--- src/rtl/rtc_cal_pkg.sv ---
package rtc_cal_pkg;
  localparam int FIELD_W = 8;
  localparam int ADDR_W  = 3;

  localparam logic [ADDR_W-1:0] A_SEC   = 3'd0;
  localparam logic [ADDR_W-1:0] A_MIN   = 3'd1;
  localparam logic [ADDR_W-1:0] A_HOUR  = 3'd2;
  localparam logic [ADDR_W-1:0] A_DOW   = 3'd3;
  localparam logic [ADDR_W-1:0] A_DATE  = 3'd4;
  localparam logic [ADDR_W-1:0] A_MONTH = 3'd5;
  localparam logic [ADDR_W-1:0] A_YEAR  = 3'd6;

  function automatic logic [7:0] bcd_inc(input logic [7:0] v);
    if (v[3:0] == 4'd9) return {v[7:4] + 4'd1, 4'd0};
    else                return {v[7:4], v[3:0] + 4'd1};
  endfunction

  function automatic logic [6:0] bcd_to_bin(input logic [7:0] v);
    return 7'(v[7:4]) * 7'd10 + 7'(v[3:0]);
  endfunction

  // last legal day of month, BCD
  function automatic logic [7:0] month_last(input logic [4:0] mon, input logic [7:0] yr);
    logic [6:0] yb;
    yb = bcd_to_bin(yr);
    case (mon)
      5'h02:                      return ((yb % 7'd4) == 7'd0) ? 8'h29 : 8'h28;
      5'h04, 5'h06, 5'h09, 5'h11: return 8'h30;
      default:                    return 8'h31;
    endcase
  endfunction
endpackage

--- src/rtl/rtc_prescaler.sv ---
module rtc_prescaler #(
  parameter int PRESC_BITS = 15
) (
  input  logic clk,
  input  logic rst_n,
  input  logic tick_in,
  input  logic halt,
  input  logic restart,
  output logic sec_tick,
  output logic phase
);
  localparam logic [PRESC_BITS-1:0] CNT_MAX = '1;

  logic [PRESC_BITS-1:0] cnt_q, cnt_d;
  logic                  advance;

  assign advance  = tick_in && !halt;
  assign sec_tick = advance && (cnt_q == CNT_MAX) && !restart;
  assign phase    = cnt_q[PRESC_BITS-1];

  always_comb begin
    cnt_d = cnt_q;
    if (restart)      cnt_d = '0;
    else if (advance) cnt_d = cnt_q + 1'b1;
  end

  always_ff @(posedge clk or negedge rst_n) begin
    if (!rst_n) cnt_q <= '0;
    else        cnt_q <= cnt_d;
  end


  phase_restart_chk: assert property (@(posedge clk) disable iff (!rst_n)
    restart |=> !phase);

  tick_single_chk: assert property (@(posedge clk) disable iff (!rst_n)
    sec_tick |=> !sec_tick);
endmodule

--- src/rtl/rtc_time_chain.sv ---
module rtc_time_chain
  import rtc_cal_pkg::*;
(
  input  logic               clk,
  input  logic               rst_n,
  input  logic               sec_step,
  input  logic               wr_en,
  input  logic [ADDR_W-1:0]  wr_addr,
  input  logic [FIELD_W-1:0] wr_data,
  output logic [FIELD_W-1:0] sec_q,
  output logic [FIELD_W-1:0] min_q,
  output logic [FIELD_W-1:0] hour_q,
  output logic               day_step
);
  logic [FIELD_W-1:0] sec_d, min_d, hour_d, hour_nx;
  logic [FIELD_W-1:0] sec_inc, min_inc, hr_inc;
  logic sec_wr, min_wr, hour_wr;
  logic min_step, hour_step, turnover;

  assign sec_wr  = wr_en && (wr_addr == A_SEC);
  assign min_wr  = wr_en && (wr_addr == A_MIN);
  assign hour_wr = wr_en && (wr_addr == A_HOUR);

  assign sec_inc   = bcd_inc(sec_q);
  assign min_inc   = bcd_inc(min_q);
  assign min_step  = sec_step && (sec_q == 8'h59);
  assign hour_step = min_step && (min_q == 8'h59);
  assign day_step  = hour_step && turnover;

  always_comb begin
    turnover = 1'b0;
    if (hour_q[6]) begin
      hr_inc = bcd_inc({3'b000, hour_q[4:0]});
      if (hour_q[4:0] == 5'h11) begin
        hour_nx  = {hour_q[7:6], ~hour_q[5], 5'h12};
        turnover = hour_q[5];
      end else if (hour_q[4:0] == 5'h12) begin
        hour_nx = {hour_q[7:5], 5'h01};
      end else begin
        hour_nx = {hour_q[7:5], hr_inc[4:0]};
      end
    end else begin
      hr_inc = bcd_inc({2'b00, hour_q[5:0]});
      if (hour_q[5:0] == 6'h23) begin
        hour_nx  = {hour_q[7:6], 6'h00};
        turnover = 1'b1;
      end else begin
        hour_nx = {hour_q[7:6], hr_inc[5:0]};
      end
    end
  end

  always_comb begin
    sec_d  = sec_q;
    min_d  = min_q;
    hour_d = hour_q;
    if (sec_wr)         sec_d = wr_data;
    else if (sec_step)  sec_d = (sec_q == 8'h59) ? 8'h00 : sec_inc;
    if (min_wr)         min_d = wr_data;
    else if (min_step)  min_d = (min_q == 8'h59) ? 8'h00 : min_inc;
    if (hour_wr)        hour_d = wr_data;
    else if (hour_step) hour_d = hour_nx;
  end

  always_ff @(posedge clk or negedge rst_n) begin
    if (!rst_n) begin
      sec_q  <= 8'h00;
      min_q  <= 8'h00;
      hour_q <= 8'h00;
    end else begin
      sec_q  <= sec_d;
      min_q  <= min_d;
      hour_q <= hour_d;
    end
  end


  sec_wrap_chk: assert property (@(posedge clk) disable iff (!rst_n)
    (sec_step && sec_q == 8'h59 && !sec_wr) |=> (sec_q == 8'h00));

  hour24_wrap_chk: assert property (@(posedge clk) disable iff (!rst_n)
    (hour_step && hour_q == 8'h23 && !hour_wr) |=> (hour_q == 8'h00));

  hour12_pm_am_chk: assert property (@(posedge clk) disable iff (!rst_n)
    (hour_step && hour_q == 8'h71 && !hour_wr) |=> (hour_q == 8'h52));
endmodule

--- src/rtl/rtc_date_chain.sv ---
module rtc_date_chain
  import rtc_cal_pkg::*;
(
  input  logic               clk,
  input  logic               rst_n,
  input  logic               day_step,
  input  logic               wr_en,
  input  logic [ADDR_W-1:0]  wr_addr,
  input  logic [FIELD_W-1:0] wr_data,
  output logic [FIELD_W-1:0] dow_q,
  output logic [FIELD_W-1:0] date_q,
  output logic [FIELD_W-1:0] month_q,
  output logic [FIELD_W-1:0] year_q
);
  logic [FIELD_W-1:0] dow_d, date_d, month_d, year_d;
  logic [FIELD_W-1:0] last_day, date_inc, mon_inc, year_inc;
  logic dow_wr, date_wr, month_wr, year_wr;
  logic mon_step, yr_step, mon_wrap, yr_wrap;

  assign dow_wr   = wr_en && (wr_addr == A_DOW);
  assign date_wr  = wr_en && (wr_addr == A_DATE);
  assign month_wr = wr_en && (wr_addr == A_MONTH);
  assign year_wr  = wr_en && (wr_addr == A_YEAR);

  assign last_day = month_last(month_q[4:0], year_q);
  assign date_inc = bcd_inc(date_q);
  assign mon_inc  = bcd_inc({3'b000, month_q[4:0]});
  assign year_inc = bcd_inc(year_q);
  assign mon_step = day_step && (date_q == last_day);
  assign mon_wrap = (month_q[4:0] == 5'h12);
  assign yr_step  = mon_step && mon_wrap;
  assign yr_wrap  = (year_q == 8'h99);

  always_comb begin
    dow_d   = dow_q;
    date_d  = date_q;
    month_d = month_q;
    year_d  = year_q;
    if (dow_wr)        dow_d = wr_data;
    else if (day_step) dow_d = (dow_q[2:0] == 3'd7) ? 8'h01 : dow_q + 8'h01;
    if (date_wr)       date_d = wr_data;
    else if (day_step) date_d = (date_q == last_day) ? 8'h01 : date_inc;
    if (month_wr)      month_d = wr_data;
    else if (mon_step) month_d = {month_q[7] ^ (yr_step && yr_wrap), 2'b00,
                                  mon_wrap ? 5'h01 : mon_inc[4:0]};
    if (year_wr)       year_d = wr_data;
    else if (yr_step)  year_d = yr_wrap ? 8'h00 : year_inc;
  end

  always_ff @(posedge clk or negedge rst_n) begin
    if (!rst_n) begin
      dow_q   <= 8'h01;
      date_q  <= 8'h01;
      month_q <= 8'h01;
      year_q  <= 8'h00;
    end else begin
      dow_q   <= dow_d;
      date_q  <= date_d;
      month_q <= month_d;
      year_q  <= year_d;
    end
  end


  dow_wrap_chk: assert property (@(posedge clk) disable iff (!rst_n)
    (day_step && dow_q == 8'h07 && !dow_wr) |=> (dow_q == 8'h01));

  date31_wrap_chk: assert property (@(posedge clk) disable iff (!rst_n)
    (day_step && date_q == 8'h31 && !date_wr) |=> (date_q == 8'h01));

  century_flip_chk: assert property (@(posedge clk) disable iff (!rst_n)
    (day_step && date_q == 8'h31 && month_q[4:0] == 5'h12 && year_q == 8'h99
     && !month_wr && !year_wr) |=> (month_q[7] != $past(month_q[7])));
endmodule

--- src/rtl/bcd_rtc_counter.sv ---
module bcd_rtc_counter
  import rtc_cal_pkg::*;
#(
  parameter int PRESC_BITS = 15
) (
  input  logic               clk,
  input  logic               rst_n,
  input  logic               tick_32k,
  input  logic               osc_halt,
  input  logic               wr_en,
  input  logic [ADDR_W-1:0]  wr_addr,
  input  logic [FIELD_W-1:0] wr_data,
  output logic [FIELD_W-1:0] sec_o,
  output logic [FIELD_W-1:0] min_o,
  output logic [FIELD_W-1:0] hour_o,
  output logic [FIELD_W-1:0] dow_o,
  output logic [FIELD_W-1:0] date_o,
  output logic [FIELD_W-1:0] month_o,
  output logic [FIELD_W-1:0] year_o,
  output logic               sec_tick,
  output logic               phase_1hz
);
  logic [1:0] rst_sync_q;
  logic       rst_int_n;
  logic       sec_restart;
  logic       day_step;

  always_ff @(posedge clk or negedge rst_n) begin
    if (!rst_n) rst_sync_q <= 2'b00;
    else        rst_sync_q <= {rst_sync_q[0], 1'b1};
  end
  assign rst_int_n   = rst_sync_q[1];
  assign sec_restart = wr_en && (wr_addr == A_SEC);

  rtc_prescaler #(.PRESC_BITS(PRESC_BITS)) u_presc (
    .clk      (clk),
    .rst_n    (rst_int_n),
    .tick_in  (tick_32k),
    .halt     (osc_halt),
    .restart  (sec_restart),
    .sec_tick (sec_tick),
    .phase    (phase_1hz)
  );

  rtc_time_chain u_time (
    .clk      (clk),
    .rst_n    (rst_int_n),
    .sec_step (sec_tick),
    .wr_en    (wr_en),
    .wr_addr  (wr_addr),
    .wr_data  (wr_data),
    .sec_q    (sec_o),
    .min_q    (min_o),
    .hour_q   (hour_o),
    .day_step (day_step)
  );

  rtc_date_chain u_date (
    .clk      (clk),
    .rst_n    (rst_int_n),
    .day_step (day_step),
    .wr_en    (wr_en),
    .wr_addr  (wr_addr),
    .wr_data  (wr_data),
    .dow_q    (dow_o),
    .date_q   (date_o),
    .month_q  (month_o),
    .year_q   (year_o)
  );


  halt_freeze_chk: assert property (@(posedge clk) disable iff (!rst_int_n)
    (osc_halt && !wr_en) |=> ($stable(sec_o) && $stable(phase_1hz)));

  write_wins_chk: assert property (@(posedge clk) disable iff (!rst_int_n)
    (wr_en && wr_addr == A_MIN) |=> (min_o == $past(wr_data)));
endmodule

--- config.mk ---
export PLATFORM = sky130hd
export DESIGN_NAME = bcd_rtc_counter
export DESIGN_NICKNAME = d
export VERILOG_FILES = /design/src/rtl/rtc_cal_pkg.sv /design/src/rtl/rtc_prescaler.sv /design/src/rtl/rtc_time_chain.sv /design/src/rtl/rtc_date_chain.sv /design/src/rtl/bcd_rtc_counter.sv
export SDC_FILE = /design/constraint.sdc
export NUM_CORES = 1
export LEC_CHECK = 0
export ABC_AREA = 1
export ABC_CLOCK_PERIOD_IN_PS = 2300
export CELL_PAD_IN_SITES_DETAIL_PLACEMENT = 0
export CELL_PAD_IN_SITES_GLOBAL_PLACEMENT = 2
export CORE_ASPECT_RATIO = 0.6
export CORE_MARGIN = 4
export CORE_UTILIZATION = 28
export CTS_CLUSTER_DIAMETER = 30
export DETAILED_ROUTE_END_ITERATION = 8
export PLACE_DENSITY = 0.8
export REMOVE_ABC_BUFFERS = 1
export SYNTH_ARGS = -nofsm -noshare
export SYNTH_HDL_FRONTEND = slang
export SYNTH_SLANG_ARGS = --single-unit
export TNS_END_PERCENT = 5
--- constraint.sdc ---
create_clock -name clk -period 2.3 [get_ports clk]
set_clock_uncertainty 0.1 [all_clocks]
set_input_delay 0.23 -clock clk [delete_from_list [all_inputs] [get_ports clk]]
set_output_delay 0.23 -clock clk [all_outputs]
set_load 0.02 [all_outputs]
Word-level counts from Yosys, hierarchy flattened
Cells that the tools add are included.
{"block": "totals", "wordCells": 145, "ff_bits": 73, "in_bits": 16, "out_inout_bits": 58}
{"block": "classes", "bitwise_logic": 2, "reduce_logical": 42, "eq_ne": 29, "muxes": 38, "n_addsub": 16, "mul": 1}
{"operator": "8-bit 2-to-1 mux", "n": 25}
{"operator": "4-bit by 1-bit adder with 4-bit output, second input constant", "n": 10}
{"operator": "15-bit 2-to-1 mux", "n": 2}
{"operator": "4-bit == test, second input constant", "n": 6}
{"operator": "5-bit == test, second input constant", "n": 4}
{"operator": "5-bit 2-to-1 mux", "n": 4}
{"operator": "8-bit by 7-bit == test with 1-bit output, second input constant", "n": 2}
{"operator": "1-bit logical AND", "n": 16}
{"operator": "8-bit one-hot mux with 2 select lines", "n": 1}
{"operator": "2-bit nonzero test", "n": 8}
{"operator": "15-bit by 1-bit adder with 15-bit output, second input constant", "n": 1}
{"operator": "15-bit == test, second input constant", "n": 1}
{"operator": "3-bit nonzero test", "n": 5}
{"operator": "3-bit == test, second input constant", "n": 4}
{"operator": "6-bit 2-to-1 mux", "n": 2}
{"operator": "5-bit by 3-bit == test with 1-bit output, second input constant", "n": 2}
{"operator": "2-bit AND reduction", "n": 5}
{"operator": "8-bit by 1-bit adder with 8-bit output, second input constant", "n": 1}
{"operator": "8-bit == test", "n": 1}
{"operator": "8-bit == test, second input constant", "n": 1}
{"operator": "7-bit logical NOT", "n": 1}
{"operator": "3-bit by 2-bit == test with 1-bit output, second input constant", "n": 2}
{"operator": "6-bit == test, second input constant", "n": 1}
{"operator": "3-bit AND reduction", "n": 2}
{"operator": "16 further kinds", "n": 21}

Depth between registers and ports, before layout
Gate-level depths: netlist of run 1.
{"block": "logic_depth", "depth_word": 13, "ltp_mapped": 14, "ltp_nobuf": 14}

By module
Synthesis of run 1 repeated with hierarchy kept, for this count alone.
{"block": "unflattened", "cells_unflattened": 635, "hier_area_um2": 4695.8}
{"mod": "rtc_date_chain", "area_per_inst_um2": 2095.8, "cells_each": 288, "instances": 1, "seq_area_each_um2": 804.5}
{"mod": "rtc_time_chain", "area_per_inst_um2": 1696.6, "cells_each": 228, "instances": 1, "seq_area_each_um2": 600.6}
{"mod": "rtc_prescaler", "area_per_inst_um2": 827.0, "cells_each": 110, "instances": 1, "seq_area_each_um2": 375.4}
{"mod": "bcd_rtc_counter", "area_per_inst_um2": 76.3, "cells_each": 9, "instances": 1, "seq_area_each_um2": 50.0}

Worst setup path after synthesis of run 1
OpenSTA, ideal clock, no wires.
{"block": "synth_path", "path_type": "register to register", "from": "reg u_time.sec_q[4]", "to": "reg u_date.year_q[4]", "arrival_time_ns": 1.769, "setup_ns": 0.118, "stages_incl_launch_ff": 11, "path_slack_ns": 0.313, "path_buffers": 0, "path_cell_list": "dfrtp_1 > ha_1 > nand3_1 > nor3_1 > nand4_2 > nor2_4 > nand2_2 > nand2_2 > nand2_1 > nand2_1 > nand2_1"}
{"block": "synth_between", "elab_chain_cells": 8}
{"element": "start, declared", "line_no": "rtc_time_chain.sv:10", "text": "output logic [FIELD_W-1:0] sec_q,"}
{"element": "start signal, assigned", "line_no": "rtc_time_chain.sv:67", "text": "sec_q <= 8'h00;"}
{"element": "start signal, assigned", "line_no": "rtc_time_chain.sv:71", "text": "sec_q <= sec_d;"}
{"element": "8-bit by 7-bit == test with 1-bit output", "line_no": "rtc_time_chain.sv:26", "text": "assign min_step = sec_step && (sec_q == 8'h59);"}
{"element": "1-bit logical AND", "line_no": "rtc_time_chain.sv:26"}
{"element": "1-bit logical AND", "line_no": "rtc_time_chain.sv:27", "text": "assign hour_step = min_step && (min_q == 8'h59);"}
{"element": "1-bit logical AND", "line_no": "rtc_time_chain.sv:28", "text": "assign day_step = hour_step && turnover;"}
{"element": "1-bit logical AND", "line_no": "rtc_date_chain.sv:29", "text": "assign mon_step = day_step && (date_q == last_day);"}
{"element": "1-bit logical AND", "line_no": "rtc_date_chain.sv:31", "text": "assign yr_step = mon_step && mon_wrap;"}
{"element": "2-bit nonzero test (no source line)"}
{"element": "2-bit AND reduction (no source line)"}
{"element": "end signal, assigned", "line_no": "rtc_date_chain.sv:60", "text": "year_q <= year_d;"}
{"element": "end, declared", "line_no": "rtc_date_chain.sv:13", "text": "output logic [FIELD_W-1:0] year_q"}
No other way between the ends.
A chain may end at the register's enable or synchronous reset.

Final worst setup path of run 1
{"block": "layout_path", "from": "reg u_presc.cnt_q[0]", "to": "reg u_date.year_q[5]"}
{"block": "layout_between", "elab_chain_cells": 10}
{"element": "start, declared", "line_no": "rtc_prescaler.sv:14", "text": "logic [PRESC_BITS-1:0] cnt_q, cnt_d;"}
{"element": "start signal, assigned", "line_no": "rtc_prescaler.sv:29", "text": "else cnt_q <= cnt_d;"}
{"element": "15-bit == test", "line_no": "rtc_prescaler.sv:18", "text": "assign sec_tick = advance && (cnt_q == CNT_MAX) && !restart;"}
{"element": "1-bit logical AND (2 in series)", "line_no": "rtc_prescaler.sv:18"}
{"element": "1-bit logical AND", "line_no": "rtc_time_chain.sv:26"}
{"element": "1-bit logical AND", "line_no": "rtc_time_chain.sv:27"}
{"element": "1-bit logical AND", "line_no": "rtc_time_chain.sv:28"}
{"element": "1-bit logical AND", "line_no": "rtc_date_chain.sv:29"}
{"element": "1-bit logical AND", "line_no": "rtc_date_chain.sv:31"}
{"element": "2-bit nonzero test (no source line)"}
{"element": "2-bit AND reduction (no source line)"}
No other way between the ends.

==> impl_metrics.ini, run 1 <==
[status]
status = finished, final reports clean

[timing]
fmax_mhz = 451
post-route-period-util = 0.964
period_needed_ns = 2.22
rsz0062_at_grt = yes
finalHoldViolations = 0
drv_slew = 0
setup_ws_ns = 0.0835
setup_viol = 0
finalSetupTns_ns = 0

[yosys]
synth_edf_count = 0
async_flop_share = 1.00
synth_top_family_by_area = simple AND/OR/NAND/NOR gates
ys_warn_count = 0
synth_seq_cells = 73
synth_area_um2 = 4530
syn_inst = 600
avgSynthCellArea_um2 = 7.56
synth_top_area_cell = dfrtp_1
yosys-top-cells-area = dfrtp_1 39%, nand2_1 9.8%, inv_1 7.6%
synth-compound-area-share = 0.165
synthSimpleGateAreaFrac = 0.258
ys.flop_type = dfrtp_1
synth.area.mux_share = 0
synth_xor_xnor_area_share = 0.0348
synthAdderAreaFrac = 0.0469
yosysSeqAreaShare = 0.404
synth_top_area_frac = 0.386
ys_types = 46

[grt]
grt_pass1_vias = 4382
groute.layer.met3.usage = 0.0346
grt_overflow = 0
antenna_found_initial = 0
busiest_layer = met1
grtUsageTotal = 0.166
grt_pass1_wl_mm = 23.9
grt_max_degree = 72
grtUsageMet2 = 0.229
use_met1 = 0.264

[clocking]
cts_sinks = 73
cts_tree = built
numCtsBuffers = 9
path_clk_slew_ns = 0.06
h-tree-depth = 3
insertion_delay_ns = 0.34
cts_root_buffer = clkbuf_16
ctsLongestPathBuffers = 2

[critical_path]
critPathMaxFanout = 7
crit_required_ns = 2.48
worstSetupStartpointType = register
max_stage_delay_ns = 0.36
critPathKind = register to register
path_buf_inv = 1
r2r_start = u_presc.cnt_q[0]
rr_endpoint = u_date.year_q[5]
crit_family = simple AND/OR/NAND/NOR gates
cp-end-kind = register
critPathLaunch = u_presc.cnt_q[0]
arrival_ns = 2.40
path_cells = ha_2 -> nand3_2 -> nor2_1 -> nand4_1 -> nor2_4 -> nand4_4 -> nor2_4 -> nand2_2 -> nand2_4 -> buf_6 -> nand3_1 -> nand2_1
r2r_setup_slack_ns = 0.08
crit_path_frequent_cell = nor2_4
cp_num_cells = 12
setup.worst_path.end = u_date.year_q[5]
reg2reg_depth = 12
crit_slowest_cell = dfrtp_1

[floorplan]
ios = 74
fp.coreArea_um2 = 15600
dieArea_um2 = 18400
die_w_um = 172
rows = 35
die_h_um = 107
start_util = 0.291

[placed_design]
place_ws_ns = -0.110
dp.cells = 928
dp_hpwl_mm = 11.4
io_buffers = 73
gp_congestion = 0.882

[power_and_ir_drop]
peakVddDrop_mv = 0.357
leakagePower_nw = 2.92
powerDensity_nw_per_um2 = 908

[drt]
drt_iter0_drc = 299
drt-vias-per-instance = 4.88
wl_per_cell_um = 15.7
routed_wl_mm = 14.9
drc = 0
ant_nets = 0
vias = 4617
firstDrtPassIters = 5

[layout]
syn_to_final_growth_pct = 41.2
final_layout_size_suffix_gt1_frac = 0.171
antenna_cells = 0
nets = 772
final_cells = 947

[hold_path]
hold_class = register to asynchronous set/reset pin

[job]
max_cap_viol_count = 0
[where the power goes]
part / total [mW] / switching (mW) / internal [mW]
Clock: 1.54 / 0.587 / 0.950
Sequential: 1.96 / 0.363 / 1.60
Combinational: 2.32 / 1.28 / 1.04
Total: 5.82 / 2.23 / 3.59
[cells in the mapped netlist, types with 4 or more instances]
library cell    n
a21oi_1        20
clkbuf_1        4
dfrtp_1        70
ha_1           17
inv_1          92
inv_2           7
nand2_1       118
nand3_1        38
nand4_1        10
nor2_1         61
nor2_2          5
nor3_1         14
o211ai_1        5
o21ai_0        44
o221ai_1       12
o22ai_1        21
xnor2_1         7
xor2_1         11
[kinds of logic after synthesis]
logic type | Yosys count
AND/OR/NAND/NOR | 262
AO/OA/AOI/OAI | 122
buffers and inverters | 107
flip-flops | 73
XOR/XNOR | 18
adder cells (fa/ha/maj) | 17
other | 1
[area by class of cell]
type,count,area (µm²)
Fill cell,1596,9190
Multi-Input combinational cell,420,2390
Sequential cell,73,1830
Clock buffer,9,225
Clock inverter,7,95.1
Tap cell,203,254
Inverter,100,375
Timing Repair Buffer,135,1230
[worst min-delay path by stage]
stage | end | slack (ns) | cells after the start
2_1_floorplan | rst_sync_q[0] | -0.17 | 0
3_3_place_gp | u_time.hour_q[4] | 0.22 | 1
3_5_place_dp | u_time.hour_q[4] | 0.24 | 1
4_1_cts | u_time.hour_q[4] | 0.24 | 1
5_1_grt | u_time.hour_q[4] | 0.26 | 1
6_report | u_time.hour_q[4] | 0.21 | 1
[repair_timing]
action | 4_1_cts | 5_1_grt
hold buffers | 1 | 0
gates resized for setup | 1 | 30
buffers inserted | 0 | 2
endpoints found under the hold margin | 2 | 0
pin swaps | 0 | 12
endpoints found under the setup margin | 1 | 32
[state kept, by name, summed over array words and instances, names as in the netlist]
| name | count |
|---|---|
| u_presc.cnt_q | 15 |
| u_date.month_q | 8 |
| u_date.dow_q | 8 |
| u_time.min_q | 8 |
| u_date.year_q | 8 |
| u_date.date_q | 8 |
| rst_sync_q | 2 |
| u_time.hour_q | 8 |
| u_time.sec_q | 8 |
[cell usage in the layout, fill, tap and decap left out, types with 3 or more instances in the layout]
cell type,count
nor2_4,5
clkdlybuf4s50_1,72
nand3_2,6
nand3_1,34
buf_4,57
nor2_2,8
clkbuf_16,9
a31oi_1,3
nor2_1,56
inv_2,7
o22ai_1,21
ha_1,16
nand2_2,7
dfstp_2,3
a21oi_1,20
o21bai_1,3
inv_1,92
xnor2_1,7
o221ai_1,12
xor2_1,11
or2_2,3
o21ai_0,42
nor3_1,12
dfrtp_1,69
o211ai_1,5
nand4_1,10
nand2_1,111
[per-stage QoR]
step,power [mW],util,hold WS (ns),instance area (µm²)
2_1_floorplan,3.18,-,-0.166,4500
3_3_place_gp,4.23,0.382,0.224,5950
3_5_place_dp,4.26,0.382,0.235,5950
4_1_cts,5.84,0.403,0.240,6280
5_1_grt,6.22,0.411,0.257,6400
6_report,5.82,0.411,0.211,6400
[layer usage]
metal / part of all wire / routed length, µm
met1: 0.54 / 8010
met2: 0.40 / 6000
met3: 0.049 / 728
met4: 0.0087 / 129
met5: 0 / 0
(Power assumes the default switching activity.)
==> run 2, diff against run 1 <==
- CORE_MARGIN: 4 -> unset
- SLEW_MARGIN: unset -> 20
==> run 2 against run 1 <==
  * The flow now finishes with violations (design-rule violations)
  * Clock power grew 6%
  * Design area shrank 0.74%
  * Critical path depth down 2
  * Setup slack improved by 0.013 ns
  * Sequential power is essentially flat
  * Flip-flop and latch count is the same
  * Core utilization down 0.30 points
  * Register-to-register slack about the same
  * Combinational power decreased by 2%
  * Largest cell class unchanged
  * Highest routed layer unchanged
==> impl_metrics.ini, run 2 (synthesis gave the netlist of run 1 again) <==
[power_and_ir_drop]
p_sw_frac = 0.372
power.internal_mw = 3.69
power_switching_mw = 2.18
peakVddDrop_mv = 0.400
seq_power_share = 0.333
power_frac_comb = 0.388
powerDensity_nw_per_um2 = 924
finalPower_mw = 5.87
p_clk_frac = 0.279
leakagePower_nw = 2.93

[drt]
drc = 2
ant_nets = 0
vias = 4530
firstDrtPassIters = 6
routed_wl_mm = 14.4
wl_per_cell_um = 15.1
drt_iter0_drc = 304
drt-vias-per-instance = 4.77

[clocking]
h-tree-depth = 3
cts_root_buffer = clkbuf_16
numCtsBuffers = 9
cts_tree = built
cts_sinks = 73
path_clk_slew_ns = 0.06
insertion_delay_ns = 0.34
ctsLongestPathBuffers = 2

[grt]
grt_pass1_wl_mm = 23.1
grtUsageTotal = 0.179
grt_max_degree = 72
grt_pass1_vias = 4282
grt_overflow = 0
antenna_found_initial = 0

[timing]
setup_viol = 0
period_needed_ns = 2.20
finalHoldViolations = 0
post-route-period-util = 0.958
drv_slew = 0
setup_ws_ns = 0.0970
fmax_mhz = 454
rsz0062_at_grt = yes
hold_slack_ns = 0.191

[layout]
largest-register = u_presc.cnt_q
nets = 775
antenna_cells = 0
final_cells = 950
multi_input_area_um2 = 2330
fin_area_um2 = 6350
final_layout_size_suffix_gt1_frac = 0.153
largest_reg_flops = 15
layout_common_cells = 115 x nand2_1, 92 x inv_1, 72 x clkdlybuf4s50_1, 69 x dfrtp_1, 63 x buf_4
syn_to_final_growth_pct = 40.1
n_fill_cell = 1591
layout_commonest_cell = nand2_1
final-seq-area_um2 = 1830

[critical_path]
crit_required_ns = 2.45
cp-end-kind = register
critPathKind = register to register
arrival_ns = 2.35
critPathMaxFanout = 3
worstSetupStartpointType = register

[floorplan]
die_w_um = 166
dieArea_um2 = 16700
rows = 35
fp.coreArea_um2 = 15600
ios = 74
start_util = 0.291
die_h_um = 101

[status]
status = finished, violations left
violations = design-rule violations

[placed_design]
gp_congestion = 0.828
dp_hpwl_mm = 11.0
postPlaceCellArea_um2 = 5950
dp.cells = 930
io_buffers = 73
place_ws_ns = -0.136

[job]
max_cap_viol_count = 0

[hold_path]
hold_class = register to asynchronous set/reset pin
-- run 2: cell types whose count changed in the layout (fill, tap and decap cells not counted), moves of 4 or more --
cell | previous run | this run
nand2_1 | 111 | 115
buf_4 | 57 | 63
nor2_1 | 56 | 60
nand3_1 | 34 | 38
nand3_2 | 6 | 2
-- run 2: power by group through the flow --
stage	registers, mW	clock network, mW	logic (mW)
after floorplan	2.26	0	0.920
after global placement	1.97	0	2.25
after detailed placement	1.97	0	2.25
after CTS	1.95	1.67	2.27
after global routing	2.01	1.72	2.51
final	1.96	1.64	2.28
-- run 2: critical path: stages (launching register included) --
cell,delay (ns)
dfrtp_1,0.37
ha_2,0.19
nand3_1,0.09
nor2_1,0.10
nand4_1,0.22
nor2_4,0.23
nand3_1,0.14
nor2_2,0.15
buf_4,0.13
nand4_1,0.17
o21bai_1,0.22
-- run 2: worst paths after layout --
kind / startpoint / to / slack [ns] / depth (start not counted)
min reg2reg: rst_sync_q[1] / u_time.hour_q[4] / 0.19 / 1
min: rst_sync_q[1] / u_time.hour_q[4] / 0.19 / 1
min in group clk: rst_sync_q[0] / rst_sync_q[1] / 0.25 / 0
max: u_presc.cnt_q[1] / u_date.date_q[1] / 0.1 / 10
max in group asynchronous: rst_n / rst_sync_q[1] / 1.47 / 2
max reg2reg: u_presc.cnt_q[1] / u_date.date_q[1] / 0.1 / 10
-- run 2: layer usage --
layer,wire [µm],GRT usage,share of wire
met4,172,0.0449,0.012
met1,7900,0.276,0.55
met3,749,0.0393,0.052
met2,5550,0.246,0.39
met5,0,0,0
-- run 2: layout make-up --
class                           count  area share
Clock inverter                      5      0.0163
Timing Repair Buffer              138       0.193
Sequential cell                    73       0.288
Inverter                          100      0.0591
Tap cell                          203      0.0400
Multi-Input combinational cell    420       0.366
Clock buffer                       11      0.0366
-- run 2: repair_timing --
item	in CTS	in global routing
buffers inserted	0	3
pin swaps	0	4
endpoints found under the setup margin	1	25
hold buffers	1	0
hold endpoints to repair	2	0
gates resized for setup	1	11
-- run 2: metrics by stage --
stage | util | setup TNS (ns)
6_report | 0.408 | 0
5_1_grt | 0.408 | -0.721
4_1_cts | 0.404 | 0
3_5_place_dp | 0.382 | -1.93
3_3_place_gp | 0.382 | -0.542
2_1_floorplan | - | 0
